===== src/rtl/uart_tx_pkg.sv =====
package uart_tx_pkg;

  typedef enum logic [2:0] {
    TX_IDLE  = 3'd0,
    TX_START = 3'd1,
    TX_DATA  = 3'd2,
    TX_PAR   = 3'd3,
    TX_STOP  = 3'd4
  } tx_state_e;

  typedef struct packed {
    logic [1:0] len_sel;
    logic       par_en;
    logic       par_odd;
    logic       stop2;
  } tx_cfg_t;

  localparam int unsigned MIN_BITS = 5;

endpackage


===== src/rtl/txf_rst_sync.sv =====
module txf_rst_sync #(
  parameter int unsigned STAGES = 2
) (
  input  logic clk,
  input  logic arst_n,
  output logic rst_n_sync
);

  logic [STAGES-1:0] sync_q;

  always_ff @(posedge clk or negedge arst_n) begin
    if (!arst_n) sync_q <= '0;
    else         sync_q <= {sync_q[STAGES-2:0], 1'b1};
  end

  assign rst_n_sync = sync_q[STAGES-1];

endmodule


===== src/rtl/txf_fifo.sv =====
module txf_fifo #(
  parameter int unsigned DW    = 8,
  parameter int unsigned DEPTH = 4
) (
  input  logic          clk,
  input  logic          rst_n,
  input  logic          wr_en,
  input  logic [DW-1:0] wr_data,
  input  logic          rd_en,
  output logic [DW-1:0] rd_data,
  output logic          full,
  output logic          empty
);

  localparam int unsigned AW = $clog2(DEPTH);
  localparam int unsigned PW = AW + 1;

  logic [PW-1:0] wp_q, wp_d, rp_q, rp_d;
  logic [DW-1:0] mem_q [DEPTH];
  logic          wr_ok, rd_ok;

  assign full  = (wp_q[AW] != rp_q[AW]) && (wp_q[AW-1:0] == rp_q[AW-1:0]);
  assign empty = (wp_q == rp_q);
  assign wr_ok = wr_en && !full;
  assign rd_ok = rd_en && !empty;

  always_comb begin
    wp_d = wp_q;
    rp_d = rp_q;
    if (wr_ok) wp_d = wp_q + PW'(1);
    if (rd_ok) rp_d = rp_q + PW'(1);
  end

  always_ff @(posedge clk or negedge rst_n) begin
    if (!rst_n) begin
      wp_q <= '0;
      rp_q <= '0;
    end else begin
      wp_q <= wp_d;
      rp_q <= rp_d;
    end
  end

  always_ff @(posedge clk) begin
    if (wr_ok) mem_q[wp_q[AW-1:0]] <= wr_data;
  end

  assign rd_data = mem_q[rp_q[AW-1:0]];

endmodule


===== src/rtl/txf_bit_timer.sv =====
module txf_bit_timer #(
  parameter int unsigned TICKS = 16
) (
  input  logic clk,
  input  logic rst_n,
  input  logic run,
  input  logic restart,
  input  logic tick,
  output logic bit_done
);

  localparam int unsigned CW = $clog2(TICKS);
  localparam logic [CW-1:0] LAST = CW'(TICKS - 1);

  logic [CW-1:0] sub_q, sub_d;
  logic          adv;

  assign adv      = run && tick;
  assign bit_done = adv && (sub_q == LAST);

  always_comb begin
    sub_d = sub_q;
    if (restart)  sub_d = '0;
    else if (adv) sub_d = (sub_q == LAST) ? '0 : sub_q + CW'(1);
  end

  always_ff @(posedge clk or negedge rst_n) begin
    if (!rst_n) sub_q <= '0;
    else        sub_q <= sub_d;
  end

endmodule


===== src/rtl/txf_serializer.sv =====
module txf_serializer
  import uart_tx_pkg::*;
#(
  parameter int unsigned DW = 8
) (
  input  logic          clk,
  input  logic          rst_n,
  input  logic          enable,
  input  logic          fifo_empty,
  input  logic [DW-1:0] fifo_data,
  input  tx_cfg_t       cfg_in,
  input  logic          bit_done,
  output logic          load,
  output logic          busy,
  output logic          txd,
  output tx_cfg_t       cfg_q
);

  localparam int unsigned CNTW = $clog2(DW);

  tx_state_e     state_q, state_d;
  logic [DW-1:0] sh_q, sh_d;
  logic [CNTW-1:0] cnt_q, cnt_d;
  logic          stop_q, stop_d;
  logic          par_q, par_d;
  tx_cfg_t       cfg_d;
  logic [CNTW-1:0] last_idx;
  logic          can_go;

  assign can_go   = enable && !fifo_empty;
  assign last_idx = CNTW'(MIN_BITS - 1) + CNTW'(cfg_q.len_sel);

  // next-state process
  always_comb begin
    state_d = state_q;
    sh_d    = sh_q;
    cnt_d   = cnt_q;
    stop_d  = stop_q;
    par_d   = par_q;
    cfg_d   = cfg_q;
    load    = 1'b0;
    unique case (state_q)
      TX_IDLE: begin
        if (can_go) load = 1'b1;
      end
      TX_START: begin
        if (bit_done) begin
          state_d = TX_DATA;
          cnt_d   = '0;
        end
      end
      TX_DATA: begin
        if (bit_done) begin
          sh_d  = sh_q >> 1;
          par_d = par_q ^ sh_q[0];
          if (cnt_q == last_idx) begin
            state_d = cfg_q.par_en ? TX_PAR : TX_STOP;
            stop_d  = 1'b0;
          end else begin
            cnt_d = cnt_q + CNTW'(1);
          end
        end
      end
      TX_PAR: begin
        if (bit_done) begin
          state_d = TX_STOP;
          stop_d  = 1'b0;
        end
      end
      TX_STOP: begin
        if (bit_done) begin
          if (cfg_q.stop2 && !stop_q) stop_d = 1'b1;
          else if (can_go)            load   = 1'b1;
          else                        state_d = TX_IDLE;
        end
      end
      default: state_d = TX_IDLE;
    endcase
    if (load) begin
      state_d = TX_START;
      sh_d    = fifo_data;
      cfg_d   = cfg_in;
      par_d   = cfg_in.par_odd;
      cnt_d   = '0;
      stop_d  = 1'b0;
    end
  end

  // register process
  always_ff @(posedge clk or negedge rst_n) begin
    if (!rst_n) begin
      state_q <= TX_IDLE;
      sh_q    <= '0;
      cnt_q   <= '0;
      stop_q  <= 1'b0;
      par_q   <= 1'b0;
      cfg_q   <= '0;
    end else begin
      state_q <= state_d;
      sh_q    <= sh_d;
      cnt_q   <= cnt_d;
      stop_q  <= stop_d;
      par_q   <= par_d;
      cfg_q   <= cfg_d;
    end
  end

  always_comb begin
    unique case (state_q)
      TX_START: txd = 1'b0;
      TX_DATA:  txd = sh_q[0];
      TX_PAR:   txd = par_q;
      default:  txd = 1'b1;
    endcase
  end

  assign busy = (state_q != TX_IDLE);

endmodule


===== src/rtl/uart_frame_tx.sv =====
module uart_frame_tx
  import uart_tx_pkg::*;
#(
  parameter int unsigned DATA_W        = 8,
  parameter int unsigned FIFO_DEPTH    = 4,
  parameter int unsigned TICKS_PER_BIT = 16,
  parameter int unsigned RST_STAGES    = 2
) (
  input  logic              clk,
  input  logic              rst_n,
  input  logic              baud_tick,
  input  logic              en,
  input  logic              tx_en,
  input  logic [1:0]        cfg_len,
  input  logic              cfg_par_en,
  input  logic              cfg_par_odd,
  input  logic              cfg_stop2,
  input  logic              wr_valid,
  input  logic [DATA_W-1:0] wr_data,
  output logic              fifo_full,
  output logic              busy,
  output logic              txd
);

  logic              rst_n_s;
  logic              fifo_empty;
  logic [DATA_W-1:0] fifo_q;
  logic              load;
  logic              bit_done;
  logic              path_on;
  tx_cfg_t           cfg_now;
  tx_cfg_t           cfg_lat;

  assign path_on = en && tx_en;
  assign cfg_now = '{len_sel: cfg_len, par_en: cfg_par_en,
                     par_odd: cfg_par_odd, stop2: cfg_stop2};

  txf_rst_sync #(.STAGES(RST_STAGES)) u_rst (
    .clk        (clk),
    .arst_n     (rst_n),
    .rst_n_sync (rst_n_s)
  );

  txf_fifo #(.DW(DATA_W), .DEPTH(FIFO_DEPTH)) u_fifo (
    .clk     (clk),
    .rst_n   (rst_n_s),
    .wr_en   (wr_valid),
    .wr_data (wr_data),
    .rd_en   (load),
    .rd_data (fifo_q),
    .full    (fifo_full),
    .empty   (fifo_empty)
  );

  txf_bit_timer #(.TICKS(TICKS_PER_BIT)) u_timer (
    .clk      (clk),
    .rst_n    (rst_n_s),
    .run      (busy),
    .restart  (load && !busy),
    .tick     (baud_tick),
    .bit_done (bit_done)
  );

  txf_serializer #(.DW(DATA_W)) u_ser (
    .clk        (clk),
    .rst_n      (rst_n_s),
    .enable     (path_on),
    .fifo_empty (fifo_empty),
    .fifo_data  (fifo_q),
    .cfg_in     (cfg_now),
    .bit_done   (bit_done),
    .load       (load),
    .busy       (busy),
    .txd        (txd),
    .cfg_q      (cfg_lat)
  );

endmodule


===== config.mk =====
export PLATFORM = sky130hd
export DESIGN_NAME = uart_frame_tx
export DESIGN_NICKNAME = d
export VERILOG_FILES = /design/src/rtl/uart_tx_pkg.sv /design/src/rtl/txf_rst_sync.sv /design/src/rtl/txf_fifo.sv /design/src/rtl/txf_bit_timer.sv /design/src/rtl/txf_serializer.sv /design/src/rtl/uart_frame_tx.sv
export SDC_FILE = /design/constraint.sdc
export NUM_CORES = 1
export LEC_CHECK = 0
export ABC_AREA = 1
export CAP_MARGIN = 20
export CORE_MARGIN = 2
export CORE_UTILIZATION = 50
export CTS_CLUSTER_DIAMETER = 50
export DETAILED_ROUTE_END_ITERATION = 10
export PLACE_DENSITY = 0.7
export REMOVE_ABC_BUFFERS = 1
export SYNTH_ARGS = -nofsm -noshare
export SYNTH_HDL_FRONTEND = slang
export SYNTH_SLANG_ARGS = --single-unit

===== constraint.sdc =====
create_clock -name clk -period 1.4 [get_ports clk]
set_input_delay 0.28 -clock clk [delete_from_list [all_inputs] [get_ports clk]]
set_output_delay 0.28 -clock clk [all_outputs]
set_load 0.05 [all_outputs]

After elaboration in Yosys (flattened, before gate mapping)
Memories as Yosys holds them, arrays and structs flattened.
Index checks and enable logic that the tools add are counted.
Cells by class
  $add $sub $neg: 5
  bitwise operators: 1
  reductions and logical operators: 24
  multiplexer cells: 38
  equal/unequal tests: 19
Operators by type and width (count)
  $mux W3: 13
  $mux W8: 3
  $ne A3 B3 Y1 const B: 7
  $pmux W3 S5: 1
  $mux W1: 14
  $mux W4: 3
  $add A3 B1 Y3 const B: 3
  $logic_and A1 B1 Y1: 9
  $reduce_and A8 Y1: 1
  $eq A3 B2 Y1 const B: 2
  $eq A3 B3 Y1: 2
  $ne A3 B2 Y1 const B: 2
  $pmux W1 S3: 2
  $pmux W3 S2: 1
  $reduce_and A6 Y1: 1
  $reduce_bool A2 Y1: 3
  $reduce_bool A3 Y1: 2
  $add A4 B1 Y4 const B: 1
  $eq A4 B4 Y1 const B: 1
  $logic_not A1 Y1: 4
  $reduce_and A4 Y1: 1
  $reduce_bool A4 Y1: 1
  $add A3 B2 Y3 const A: 1
  $eq A3 B1 Y1 const B: 1
  8 further kinds: 8
Storage, ports and cells
  bits in registers: 32
  word-level logic and storage cells: 100
  output and inout port bits: 3
  memories kept: 1
  RAM bits: 32
  input bits: 19
Memories
  u_fifo.mem_q: words 4, width 8, read ports 1, clocked after memory_dff 0, wr ports 1, line txf_fifo.sv:19  | logic [DW-1:0] mem_q [DEPTH];

Logic depth before layout (Yosys ltp)
  word-level depth: 9
  gate-level depth with buffers: 13
  mapped depth without buffers: 12

By module
From an unflattened synthesis, not the netlist that was laid out.
Unflattened totals
  cells, all modules: 340
  area total of the unflattened synthesis: 3134.3 µm²
Modules (own cells, without submodules)
  txf_fifo: area each 1631.6 µm², instances 1, cells each 138, sequential area each 1111.1 µm²
  txf_serializer: area each 1199.9 µm², instances 1, cells each 166, sequential area each 525.5 µm²
  txf_bit_timer: area each 231.5 µm², instances 1, cells each 29, sequential area each 100.1 µm²
  txf_rst_sync: area each 53.8 µm², instances 1, cells each 3, sequential area each 50.0 µm²
  uart_frame_tx: area each 17.5 µm², instances 1, cells each 4, sequential area each 0.0 µm²

Worst setup path after synthesis
Ideal clock, no wire load.
  path type: register -> register
  start: reg u_fifo.rp_q[1]
  end: mem u_fifo.mem_q[0][0] (enable)
  setup time: 371 ps
  clock period less this slack: 1771 ps
  data required time: 1029 ps
  path buffers: 1
  arrival time: 1401 ps
  setup slack: -371 ps
  stages on the path, launching flop included: 9
  path through: dfrtp_1 > buf_2 > inv_2 > nand2_1 > nand2_1 > and2_1 > nand3_1 > nand2_1 > nor2_1
Between the ends
  word-level cells in the longest chain between the ends: 6
Ends and longest elaborated chain
  start: declaration: line txf_fifo.sv:18  | logic [PW-1:0] wp_q, wp_d, rp_q, rp_d;
  start signal: assignment: line txf_fifo.sv:40  | rp_q <= rp_d;
  $eq A2 B2 Y1: line txf_fifo.sv:22  | assign full = (wp_q[AW] != rp_q[AW]) && (wp_q[AW-1:0] == rp_q[AW-1:0]);
  $logic_and A1 B1 Y1: line txf_fifo.sv:22
  $logic_not A1 Y1: line txf_fifo.sv:24  | assign wr_ok = wr_en && !full;
  $logic_and A1 B1 Y1: line txf_fifo.sv:24
  $mux W1: line txf_fifo.sv:45  | if (wr_ok) mem_q[wp_q[AW-1:0]] <= wr_data;
  $mux W1 (implied by the code): line txf_fifo.sv:45
  end: declaration: line txf_fifo.sv:19
Every way passes these cells.

Worst setup path after layout
  start: reg u_fifo.wp_q[1]
  end: out fifo_full
Between the ends
  word-level cells in the longest chain between the ends: 2
Ends and longest elaborated chain
  start: declaration: line txf_fifo.sv:18
  start signal: assignment: line txf_fifo.sv:39  | wp_q <= wp_d;
  $eq A2 B2 Y1: line txf_fifo.sv:22
  $logic_and A1 B1 Y1: line txf_fifo.sv:22
  end: declaration: line uart_frame_tx.sv:20  | output logic fifo_full,
Every way passes these cells.

==> results.json <==
{
  "die-area_sq_mm": 0.00662,
  "ys_warn_count": 0,
  "synthesis.area_sq_mm": 0.00299,
  "fp.coreArea_sq_mm": 0.00585,
  "design_area_sq_mm": 0.00455,
  "worst_setup_path_start_kind": "flip-flop",
  "dpl_worst_slack_ns": -0.330,
  "fin_crit_ns": 1.74,
  "drtPass1Iterations": 4,
  "ant_nets": 0,
  "cp.required_ns": 1.12,
  "clock.fmax_mhz": 574,
  "numCtsBuffers": 9,
  "netlist_instances": 309,
  "clock_latency_ns": 0.34,
  "setup.worst_path.end_class": "primary output",
  "cp_data_arrival_time_ns": 1.46,
  "yosysTopAreaCell": "edfxtp_1",
  "final_cells": 488,
  "postLayoutSetupSlackWorst_ns": -0.341,
  "grt_pass1_wl_um": 10700,
  "ys_types": 35,
  "die_y_um": 81.4,
  "dp.cells": 449,
  "nets": 434,
  "reg2regPathDepth": 12,
  "powerDensity_mw_per_mm2": 2170,
  "setup_viol": 64,
  "rsz0062_at_grt": "true",
  "clockBufferDepth": 2,
  "synth_ff_type": "edfxtp_1",
  "overflow": 0,
  "root_buffer": "clkbuf_8",
  "areaGrowthSynthToFinish_pct": 52.1,
  "hold_viol": 0,
  "ios": 22,
  "drive_above_1_share_pct": 43.6,
  "wl_per_cell_um": 15.1,
  "post_dp_cell_area_sq_mm": 0.00366,
  "crit_start": "u_fifo.wp_q[1]",
  "timing.rr.end": "u_ser.sh_q[4]",
  "ys_async_sr_fraction_pct": 50.0,
  "vias": 2508,
  "ys_ff_latch": 64,
  "post-route-period-util_pct": 124,
  "vdd_drop_max_mv": 1.54,
  "globalplace.congestion": 0.786,
  "worstSetupPathType": "reg -> out",
  "outcome": "complete, but fails checks",
  "yosysSeqAreaShare_pct": 58.9,
  "synth_edf_count": 32,
  "r2r-start": "u_ser.state_q[1]",
  "synth_most_common_cell": "nand2_1",
  "hold_class": "in -> async",
  "die_w_um": 81.4,
  "hpwl_um": 4010,
  "reg2reg_slack_ns": -0.29,
  "grtUsageTotal_pct": 22.1,
  "critPathMaxFanout": 3,
  "postCtsHoldBufs": 0,
  "antenna_found_initial": 0,
  "rows": 28,
  "tritoncts": "built",
  "p_leak_nw": 2.08,
  "start_util_pct": 51.2,
  "fill_cells": 357,
  "grt_max_degree": 31,
  "max_cap_viol_count": 0,
  "slew_viol_final": 0,
  "path_clk_slew_ns": 0.08,
  "drc": 0,
  "synth_common_cells": "76 x nand2_1, 32 x dfrtp_1, 32 x edfxtp_1, 32 x nor2_1, 30 x inv_1",
  "drt_iter0_markers": 131,
  "synthTopCellsByArea": "edfxtp_1 32%, dfrtp_1 27%, nand2_1 9.5%, nor2_1 4.0%, inv_1 3.8%",
  "htree_levels": 3,
  "portBuffers": 21,
  "numClockSinks": 64,
  "drt-total-wl_um": 7390,
  "viasPerCell": 5.14,
  "synth_top_area_share_pct": 32.1,
  "grt_pass1_vias": 2454,
  "synth.avg_cell_area_sq_um": 9.69,
  "diodes": 0,
  "fin_skew_ns": 0.00956,
  "violations": "negative setup slack"
}
==> worst max path at each step <==
stage	to	slack (ns)	depth (start not counted)
6_report	fifo_full	-0.34	8
5_1_grt	fifo_full	-0.42	8
4_1_cts	fifo_full	-0.36	8
3_5_place_dp	u_ser.state_q[2]	-0.33	10
3_3_place_gp	u_ser.sh_q[0]	-0.29	9
2_1_floorplan	u_fifo.mem_q[0][0]	-0.63	7
==> cell families after synthesis <==
family | Yosys count | synth area share (%)
buffers and inverters | 41 | 6.19
other | 1 | 0.125
AOI/OAI and AO/OA | 42 | 7.65
and+or+nand+nor | 147 | 22.2
adders and majority gates | 7 | 2.93
xor gates and xnor gates | 7 | 2.05
DFF | 64 | 58.9
==> worst max-delay path, cell delays in order, from the launching register on <==
cell	delay, ns
dfrtp_1	0.41
inv_2	0.08
nand2_2	0.06
nand2_2	0.07
and2_4	0.14
nand3_2	0.07
buf_6	0.13
inv_4	0.04
buf_12	0.12
==> per-stage QoR <==
stage          power [mW]  util, %  setup TNS (ns)  hold WS [ns]
6_report             9.89     77.8          -11.75        0.0905
5_1_grt              10.5     77.8          -16.46        0.0703
4_1_cts              9.00     72.1           -8.59        0.0765
3_5_place_dp         6.43     62.6          -13.92         0.268
3_3_place_gp         6.33     62.6          -13.42         0.266
2_1_floorplan        4.80        -          -26.08       -0.0156
==> cell type report <==
type / count / area, sq um / share of cell area [%]
Inverter: 35 / 154 / 3.38
Clock inverter: 7 / 103 / 2.25
Sequential cell: 64 / 1760 / 38.7
Clock buffer: 9 / 124 / 2.72
Timing Repair Buffer: 94 / 898 / 19.7
Multi-Input combinational cell: 204 / 1420 / 31.1
Tap cell: 75 / 93.8 / 2.06
==> power by group <==
part | total [mW] | switching [mW] | internal (mW)
sequential | 2.88 | 0.326 | 2.55
combinational | 5.21 | 2.82 | 2.39
clock | 1.80 | 0.776 | 1.02
==> layer usage <==
layer / global-route usage (%) / part of all wire [%]
met3: 4.22 / 4.1
met5: 0 / 0
met1: 23.8 / 40
met4: 11.5 / 2.7
met2: 40.7 / 53
==> registers in the layout, indices dropped and copies added, names as in the netlist <==
| name | cells |
|---|---|
| u_ser.cfg_q | 4 |
| u_ser.state_q | 3 |
| u_ser.stop_q | 1 |
| u_ser.par_q | 1 |
| u_fifo.rp_q | 3 |
| u_rst.sync_q | 2 |
| u_timer.sub_q | 4 |
| u_ser.sh_q | 8 |
| u_fifo.mem_q | 32 |
| u_fifo.wp_q | 3 |
| u_ser.cnt_q | 3 |
==> what timing repair did <==
item	4_1_cts	5_1_grt
gates resized for setup	66	69
setup buffers	12	12
pin swaps	12	28
setup endpoints to repair	61	65
==> placed cells by master (no fill, tap or decap), drive strengths merged, types with 6 or more instances in the layout <==
master | Yosys | final
buf | 4 | 76
clkdlybuf4s50 | 0 | 18
nand2 | 83 | 83
o21ai | 24 | 24
xor2 | 6 | 6
clkbuf | 2 | 9
inv | 35 | 36
a21oi | 7 | 7
dfrtp | 32 | 32
nor2 | 36 | 36
nand3 | 20 | 20
ha | 7 | 7
o22ai | 9 | 9
edfxtp | 32 | 32
Note: power is estimated with default switching activity, not from simulation.
